[src/rtl/ep_bridge_pkg.sv]
package ep_bridge_pkg;

    typedef enum logic [1:0] {
        HS_ACK   = 2'd0,
        HS_NAK   = 2'd1,
        HS_STALL = 2'd2
    } hs_e;

    // register offsets inside one endpoint window
    localparam logic [1:0] OFF_CTRL     = 2'd0;
    localparam logic [1:0] OFF_RESP     = 2'd1;
    localparam logic [1:0] OFF_IN_HEAD  = 2'd2;
    localparam logic [1:0] OFF_OUT_HEAD = 2'd3;

    // status word, bit 0 is pending
    typedef struct packed {
        logic out_full;
        logic out_empty;
        logic in_full;
        logic in_empty;
        logic irq_en;
        logic pending;
    } ep_stat_t;

    typedef struct packed {
        logic       push_in;
        logic       pop_out;
        logic       ctrl_we;
        logic       resp_we;
        logic [7:0] wdata;
    } cpu_cmd_t;

    typedef struct packed {
        logic       pop_in;
        logic       push_out;
        logic       done;
        logic [7:0] wdata;
    } eng_cmd_t;

    function automatic hs_e resolve_hs(logic dir_ok, logic pending, logic [1:0] code);
        if (!dir_ok)
            return HS_STALL;
        if (pending)
            return HS_NAK;
        case (code)
            2'd0:    return HS_ACK;
            2'd2:    return HS_STALL;
            default: return HS_NAK;
        endcase
    endfunction

endpackage

[src/rtl/ep_byte_fifo.sv]
module ep_byte_fifo #(
    parameter int DEPTH = 64,
    parameter int WIDTH = 8
) (
    input  logic             clk,
    input  logic             rst,
    input  logic             push,
    input  logic [WIDTH-1:0] push_data,
    input  logic             pop,
    output logic [WIDTH-1:0] front,
    output logic             empty,
    output logic             full
);
    localparam int AW = (DEPTH > 1) ? $clog2(DEPTH) : 1;
    localparam int CW = $clog2(DEPTH + 1);
    localparam logic [AW-1:0] LAST = AW'(DEPTH - 1);
    localparam logic [CW-1:0] FULL_CNT = CW'(DEPTH);

    logic [WIDTH-1:0] mem [DEPTH];
    logic [AW-1:0]    rd_ptr, wr_ptr;
    logic [CW-1:0]    count;
    logic             do_push, do_pop;

    assign empty   = (count == '0);
    assign full    = (count == FULL_CNT);
    assign do_push = push && !full;
    assign do_pop  = pop && !empty;

    always_ff @(posedge clk) begin
        if (rst) begin
            rd_ptr <= '0;
            wr_ptr <= '0;
            count  <= '0;
        end else begin
            if (do_push)
                wr_ptr <= (wr_ptr == LAST) ? '0 : wr_ptr + 1'b1;
            if (do_pop)
                rd_ptr <= (rd_ptr == LAST) ? '0 : rd_ptr + 1'b1;
            case ({do_push, do_pop})
                2'b10:   count <= count + 1'b1;
                2'b01:   count <= count - 1'b1;
                default: ;
            endcase
        end
    end

    always_ff @(posedge clk) begin
        if (do_push)
            mem[wr_ptr] <= push_data;
    end

    assign front = empty ? '0 : mem[rd_ptr];

endmodule

[src/rtl/ep_channel.sv]
module ep_channel
    import ep_bridge_pkg::*;
#(
    parameter int DEPTH   = 64,
    parameter bit HAS_IN  = 1'b1,
    parameter bit HAS_OUT = 1'b1
) (
    input  logic       clk,
    input  logic       rst,
    input  cpu_cmd_t   cpu,
    input  eng_cmd_t   eng,
    output ep_stat_t   stat,
    output logic [7:0] in_front,
    output logic [7:0] out_front,
    output logic [1:0] resp_code
);
    logic pending, irq_en;
    logic in_empty, in_full, out_empty, out_full;

    generate
        if (HAS_IN) begin : g_in
            ep_byte_fifo #(.DEPTH(DEPTH), .WIDTH(8)) u_fifo (
                .clk      (clk),
                .rst      (rst),
                .push     (cpu.push_in),
                .push_data(cpu.wdata),
                .pop      (eng.pop_in),
                .front    (in_front),
                .empty    (in_empty),
                .full     (in_full)
            );
        end else begin : g_no_in
            logic unused_in;
            assign unused_in = ^{cpu.push_in, eng.pop_in};
            assign in_front  = '0;
            assign in_empty  = 1'b1;
            assign in_full   = 1'b0;
        end

        if (HAS_OUT) begin : g_out
            ep_byte_fifo #(.DEPTH(DEPTH), .WIDTH(8)) u_fifo (
                .clk      (clk),
                .rst      (rst),
                .push     (eng.push_out),
                .push_data(eng.wdata),
                .pop      (cpu.pop_out),
                .front    (out_front),
                .empty    (out_empty),
                .full     (out_full)
            );
        end else begin : g_no_out
            logic unused_out;
            assign unused_out = ^{eng.push_out, eng.wdata, cpu.pop_out};
            assign out_front  = '0;
            assign out_empty  = 1'b1;
            assign out_full   = 1'b0;
        end
    endgenerate

    always_ff @(posedge clk) begin
        if (rst) begin
            pending   <= 1'b0;
            irq_en    <= 1'b0;
            resp_code <= HS_NAK;
        end else begin
            if (cpu.ctrl_we)
                irq_en <= cpu.wdata[1];
            // completion from the engine outranks a CPU clear
            if (eng.done)
                pending <= 1'b1;
            else if (cpu.ctrl_we && cpu.wdata[0])
                pending <= 1'b0;
            if (cpu.resp_we)
                resp_code <= cpu.wdata[1:0];
        end
    end

    assign stat = '{out_full:  out_full,
                    out_empty: out_empty,
                    in_full:   in_full,
                    in_empty:  in_empty,
                    irq_en:    irq_en,
                    pending:   pending};

endmodule

[src/rtl/ep_fifo_bridge.sv]
module ep_fifo_bridge
    import ep_bridge_pkg::*;
#(
    parameter int NUM_EP = 3,
    parameter int FIFO_DEPTH = 64,
    // two bits per endpoint: [2i+1] has IN FIFO, [2i] has OUT FIFO
    parameter logic [2*NUM_EP-1:0] EP_KIND = 6'b11_10_11,
    localparam int EPW = (NUM_EP > 1) ? $clog2(NUM_EP) : 1,
    localparam int AW  = EPW + 2
) (
    input  logic              clk,
    input  logic              rst,
    input  logic              cpu_we,
    input  logic [AW-1:0]     cpu_addr,
    input  logic [7:0]        cpu_wdata,
    output logic [7:0]        cpu_rdata,
    input  logic [EPW-1:0]    eng_ep,
    input  logic              eng_dir_in,
    output logic [1:0]        eng_resp,
    input  logic              eng_in_pop,
    output logic [7:0]        eng_in_data,
    output logic              eng_in_empty,
    input  logic              eng_in_done,
    input  logic              eng_out_push,
    input  logic [7:0]        eng_out_data,
    input  logic              eng_out_done,
    output logic [NUM_EP-1:0] ep_irq,
    output logic              irq
);
    logic [EPW-1:0] cpu_ep;
    logic [1:0]     cpu_off;

    assign cpu_ep  = cpu_addr[AW-1:2];
    assign cpu_off = cpu_addr[1:0];

    ep_stat_t          stat      [NUM_EP];
    logic [7:0]        in_front  [NUM_EP];
    logic [7:0]        out_front [NUM_EP];
    logic [1:0]        resp_code [NUM_EP];
    logic [NUM_EP-1:0] pend_vec, en_vec;

    for (genvar i = 0; i < NUM_EP; i++) begin : g_ep
        cpu_cmd_t ccmd;
        eng_cmd_t ecmd;
        logic     cpu_sel, eng_sel;

        assign cpu_sel = cpu_we && (cpu_ep == EPW'(i));
        assign eng_sel = (eng_ep == EPW'(i));

        assign ccmd.push_in = cpu_sel && (cpu_off == OFF_IN_HEAD);
        assign ccmd.pop_out = cpu_sel && (cpu_off == OFF_OUT_HEAD);
        assign ccmd.ctrl_we = cpu_sel && (cpu_off == OFF_CTRL);
        assign ccmd.resp_we = cpu_sel && (cpu_off == OFF_RESP);
        assign ccmd.wdata   = cpu_wdata;

        assign ecmd.pop_in   = eng_sel && eng_in_pop;
        assign ecmd.push_out = eng_sel && eng_out_push;
        assign ecmd.done     = eng_sel && (eng_in_done || eng_out_done);
        assign ecmd.wdata    = eng_out_data;

        ep_channel #(
            .DEPTH  (FIFO_DEPTH),
            .HAS_IN (EP_KIND[2*i+1]),
            .HAS_OUT(EP_KIND[2*i])
        ) u_ch (
            .clk      (clk),
            .rst      (rst),
            .cpu      (ccmd),
            .eng      (ecmd),
            .stat     (stat[i]),
            .in_front (in_front[i]),
            .out_front(out_front[i]),
            .resp_code(resp_code[i])
        );

        assign pend_vec[i] = stat[i].pending;
        assign en_vec[i]   = stat[i].irq_en;
    end

    assign ep_irq = pend_vec & en_vec;
    assign irq    = |ep_irq;

    // CPU read path
    always_comb begin
        cpu_rdata = '0;
        for (int i = 0; i < NUM_EP; i++) begin
            if (cpu_ep == EPW'(i)) begin
                case (cpu_off)
                    OFF_CTRL:     cpu_rdata = {2'b00, stat[i]};
                    OFF_RESP:     cpu_rdata = {6'b0, resp_code[i]};
                    OFF_OUT_HEAD: cpu_rdata = out_front[i];
                    default:      cpu_rdata = '0;
                endcase
            end
        end
    end

    // engine-side selection
    logic       dir_ok, pend_sel;
    logic [1:0] code_sel;

    always_comb begin
        eng_in_data  = '0;
        eng_in_empty = 1'b1;
        dir_ok       = 1'b0;
        pend_sel     = 1'b0;
        code_sel     = HS_NAK;
        for (int i = 0; i < NUM_EP; i++) begin
            if (eng_ep == EPW'(i)) begin
                eng_in_data  = in_front[i];
                eng_in_empty = stat[i].in_empty;
                dir_ok       = eng_dir_in ? EP_KIND[2*i+1] : EP_KIND[2*i];
                pend_sel     = pend_vec[i];
                code_sel     = resp_code[i];
            end
        end
    end

    assign eng_resp = resolve_hs(dir_ok, pend_sel, code_sel);

endmodule

[config.mk]
export PLATFORM = sky130hd
export DESIGN_NAME = ep_fifo_bridge
export DESIGN_NICKNAME = d
export VERILOG_FILES = /design/src/rtl/ep_bridge_pkg.sv /design/src/rtl/ep_byte_fifo.sv /design/src/rtl/ep_channel.sv /design/src/rtl/ep_fifo_bridge.sv
export SDC_FILE = /design/constraint.sdc
export NUM_CORES = 2
export LEC_CHECK = 0
export BUFFER_PORTS_ARGS = -buffer_cell sky130_fd_sc_hd__buf_2
export CORE_MARGIN = 8
export CORE_UTILIZATION = 45
export CTS_BUF_LIST = sky130_fd_sc_hd__clkbuf_2 sky130_fd_sc_hd__clkbuf_4 sky130_fd_sc_hd__clkbuf_8
export DETAILED_ROUTE_END_ITERATION = 16
export GPL_ROUTABILITY_DRIVEN = 1
export PLACE_DENSITY = 0.65
export SLEW_MARGIN = 15
export SYNTH_ARGS = -nofsm -noshare
export SYNTH_HDL_FRONTEND = slang
export SYNTH_SLANG_ARGS = --single-unit
[constraint.sdc]
create_clock -name clk -period 12.4 [get_ports clk]
set_input_delay 2.48 -clock clk [delete_from_list [all_inputs] [get_ports clk]]
set_output_delay 2.48 -clock clk [all_outputs]
set_load 0.005 [all_outputs]
==> results.md <==
- Hold Crit Class: reg -> reg
- Pin slew with the least headroom to its limit: 1120 ps
- Syn_nets: 5,235
- RSZ-0062 raised after global routing: no
- Largest net degree at the start of global routing: 120
- Hold Buf Count CTS: 0
- CP cell instances: buf_4, buf_4, mux4_2, mux4_2, a211oi_1, or4_1, o311ai_1, buf_2
- Number of DRC markers in iteration 0: roughly 4,800
- CP Max Fanout: 49
- I/O Buffers: 52
- Start of the worst register-to-register path: g_ep[1].u_ch.g_in.u_fifo.count[0]
- Total iterations of the first detailed-routing run: 8
- H-tree depth: 5
- DRC errors left: 0
- Setup Skew: 77.8 ps
- Cell accounting for the most synthesized area: edfxtp_1
- Final setup violation count: 0
- Hold Vio Cnt, Final: 0
- Initial Util: 45.1%
- Drt wl/cell: 27.1 um
- CP Capture Type: output port
- Via density: 5.78
- Area growth syn-to-layout: 11.3%
- Die ar.: 251,000 um^2
- Min Tclk post-route: ~8000 ps
- GR Util All Layers: 19.1%
- Pleak: ~35 nW
- VDD IR max: ~0.00013 V
- Yosys top cell area share: between 70% and 80%
- IO Pins: 53
- CTS tree: done
- Register area: 79,700 um^2
- Post-synthesis sequential area ratio: 75.2%
- HP Start: g_ep[2].u_ch.g_out.u_fifo.count[6]
- Post-layout nets: between 5,000 and 6,000
- Vias: 51,700
- Status: finished, final reports clean
- Final GP Congestion: 0.800
- Power Dens Cells: 150 nW/um^2
- Slew HR: 24.8%
- Core area: 235,000 um^2
- Critical Path Start Type: register
- Design area: between 100,000 and 150,000 um^2
- Initial antenna violation count: 17
- Fmax: approximately 0.13 GHz
- Synthesized instance count: between 5,000 and 6,000
- Clock sink count: 2,697
- Clock-pin slew on the worst setup and hold paths: roughly 60 ps
- CP max-delay cell: buf_4
- Max cap viols: 0
- Final Max Slew Viols: 0
- Share of layout cells above drive strength 1: 27.1%
- Hold depth: 2
- Most used DFF post-synth: edfxtp_1
- Synthesized area: 106,000 um^2
- Vias in the first global route: 52,700
- Multi-input logic area: between 20,000 and 25,000 um^2
- Final ANT Viol Nets: 0
- Post-CTS Setup Inserts: 0
- Final wirelength: 243,000 um
- TritonCTS Buffers: 434
- Worst Path Arrival: 5470 ps
- Post-synth EDFFs: approximately 2,600
- R2R Setup Slk: 7710 ps
- Worst-Skew Late Latency: 1100 ps
- Die Ht: ~500 um
- First-pass GRT wire length: 359,000 um
- WP data required: about 9900 ps
- Post-synthesis cell type count: 71
- Hold path endpoint: g_ep[2].u_ch.g_out.u_fifo.count[6]
- Setup tns final: 0 ps
- Seq cells post-synth: approximately 2,700
- CTS root buf: clkbuf_8
- CP Class: reg -> out
- Syn_area_per_cell: slightly above 20 um^2
- Worst r2r path cells: 14
- Post-DP HPWL: 146,000 um
- Period utilisation layout: 64.1%
- CTS resizes: 0
- Warnings, synthesis: 0
- GRT overflow: 0
- Post-DP Area: 109,000 um^2
- Filler Cell Count: 18,700
- Slowest stage delay, CP: 740 ps
- Clock buffer depth: 4
- Crit Reg-Reg Endpoint: g_ep[1].u_ch.g_in.u_fifo.count[6]
- Async S/R FF share, synth: 0%
- DIE WIDTH: 501 um
- # rows: 178
- Synth top area cells: edfxtp_1 (73%), mux4_2 (16%), dfxtp_1 (2.6%)
-- worst max-delay path: cells and delay by family, from the launching register on --
kind,cells,cell delay (ps)
compound gates,2,780
mux,2,890
simple gates,1,210
buf+inv,3,1690
flops,1,730
-- layout by cell type (no fill, tap or decap), types with 51 or more instances in the layout --
master / n
nand2_1: 109
a21oi_1: 94
nor2b_1: 54
clkbuf_4: 142
inv_1: 51
buf_4: 62
o21ai_0: 51
mux2i_1: 107
clkinv_2: 56
edfxtp_1: 2560
clkbuf_8: 453
mux4_2: 729
clkinv_1: 96
nand3_1: 69
dfxtp_1: 119
nor2_1: 484
-- kinds of logic after synthesis --
group | after synthesis | synth area share, %
compound gates | 330 | 2.03
mux | 846 | 16.6
buf+inv | 320 | 1.45
fa+ha+maj | 45 | 0.567
simple gates | 868 | 3.72
xor+xnor | 54 | 0.447
flops | 2697 | 75.2
-- cell type report --
| type | instances | share of cell area, % |
|---|---|---|
| clock inverters | 177 | 0.986 |
| repair buffers | 108 | 0.671 |
| multi-input cells | 2143 | 21.0 |
| well taps | 3150 | 3.34 |
| clock buffers | 595 | 6.19 |
| flip-flops and latches | 2697 | 67.6 |
| inverters | 53 | 0.169 |
| diodes | 11 | 0.0234 |
-- state kept, by name, indices dropped and copies added (netlist names), named ones only --
| name | cells |
|---|---|
| g_ep.u_ch.g_in.u_fifo.rd_ptr | 18 |
| g_ep.u_ch.resp_code | 6 |
| g_ep.u_ch.g_in.u_fifo.mem | 1536 |
| g_ep.u_ch.g_out.u_fifo.wr_ptr | 12 |
| g_ep.u_ch.irq_en | 3 |
| g_ep.u_ch.g_out.u_fifo.count | 14 |
| g_ep.u_ch.g_in.u_fifo.count | 21 |
| g_ep.u_ch.g_out.u_fifo.rd_ptr | 12 |
| g_ep.u_ch.pending | 3 |
| g_ep.u_ch.g_out.u_fifo.mem | 1024 |
| g_ep.u_ch.g_in.u_fifo.wr_ptr | 18 |
-- report_power, final --
part           internal [W]  total (W)  leakage (nW)  switching [W]
combinational     0.0000398   0.000232          6.83       0.000193
clock               0.00409    0.00750          4.52        0.00341
sequential          0.00997    0.00997          24.1     0.00000597
total                0.0141     0.0177          35.5        0.00361
-- stage by stage --
stage | total power [W] | worst slack (ps) | cells | hold WS, ps | util [%]
floorplan | 0.0102 | 5960 | 5160 | 457 | -
global placement | 0.0104 | 5080 | 8151 | 467 | 46.6
detailed placement | 0.0104 | 4970 | 8151 | 485 | 46.6
CTS | 0.0179 | 4370 | 8923 | 498 | 50.2
global route | 0.0182 | 4190 | 8933 | 504 | 50.2
finish | 0.0177 | 4450 | 8934 | 495 | 50.2
-- worst max-delay path by stage --
stage / slack (ps) / cells after the start / from / to
2_1_floorplan: 5960 / 5 / cpu_addr[2] / cpu_rdata[1]
3_3_place_gp: 5080 / 7 / cpu_addr[0] / cpu_rdata[1]
3_5_place_dp: 4970 / 7 / cpu_addr[0] / cpu_rdata[1]
4_1_cts: 4370 / 8 / register / cpu_rdata[5]
5_1_grt: 4190 / 8 / register / cpu_rdata[5]
6_report: 4450 / 8 / register / cpu_rdata[5]
-- synth_stat cells, drive strengths merged, types with 44 or more instances --
cell type,count
edfxtp,2560
mux4,729
nor2,484
buf,169
dfxtp,137
nand2,109
mux2i,107
clkbuf,98
a21oi,94
nand3,70
nor2b,54
o21ai,53
inv,52
a211oi,44
-- layer usage --
layer  vias to the layer above  global-route usage (%)  wire [um]
met5                         -                       0          0
met4                         0                    6.11       7500
met3                       462                    3.66      17400
met2                      2028                    30.9     118000
met1                     27300                    26.4      99200
li1                      21900                       -          -
No activity file was read; power rests on OpenSTA's default activity.
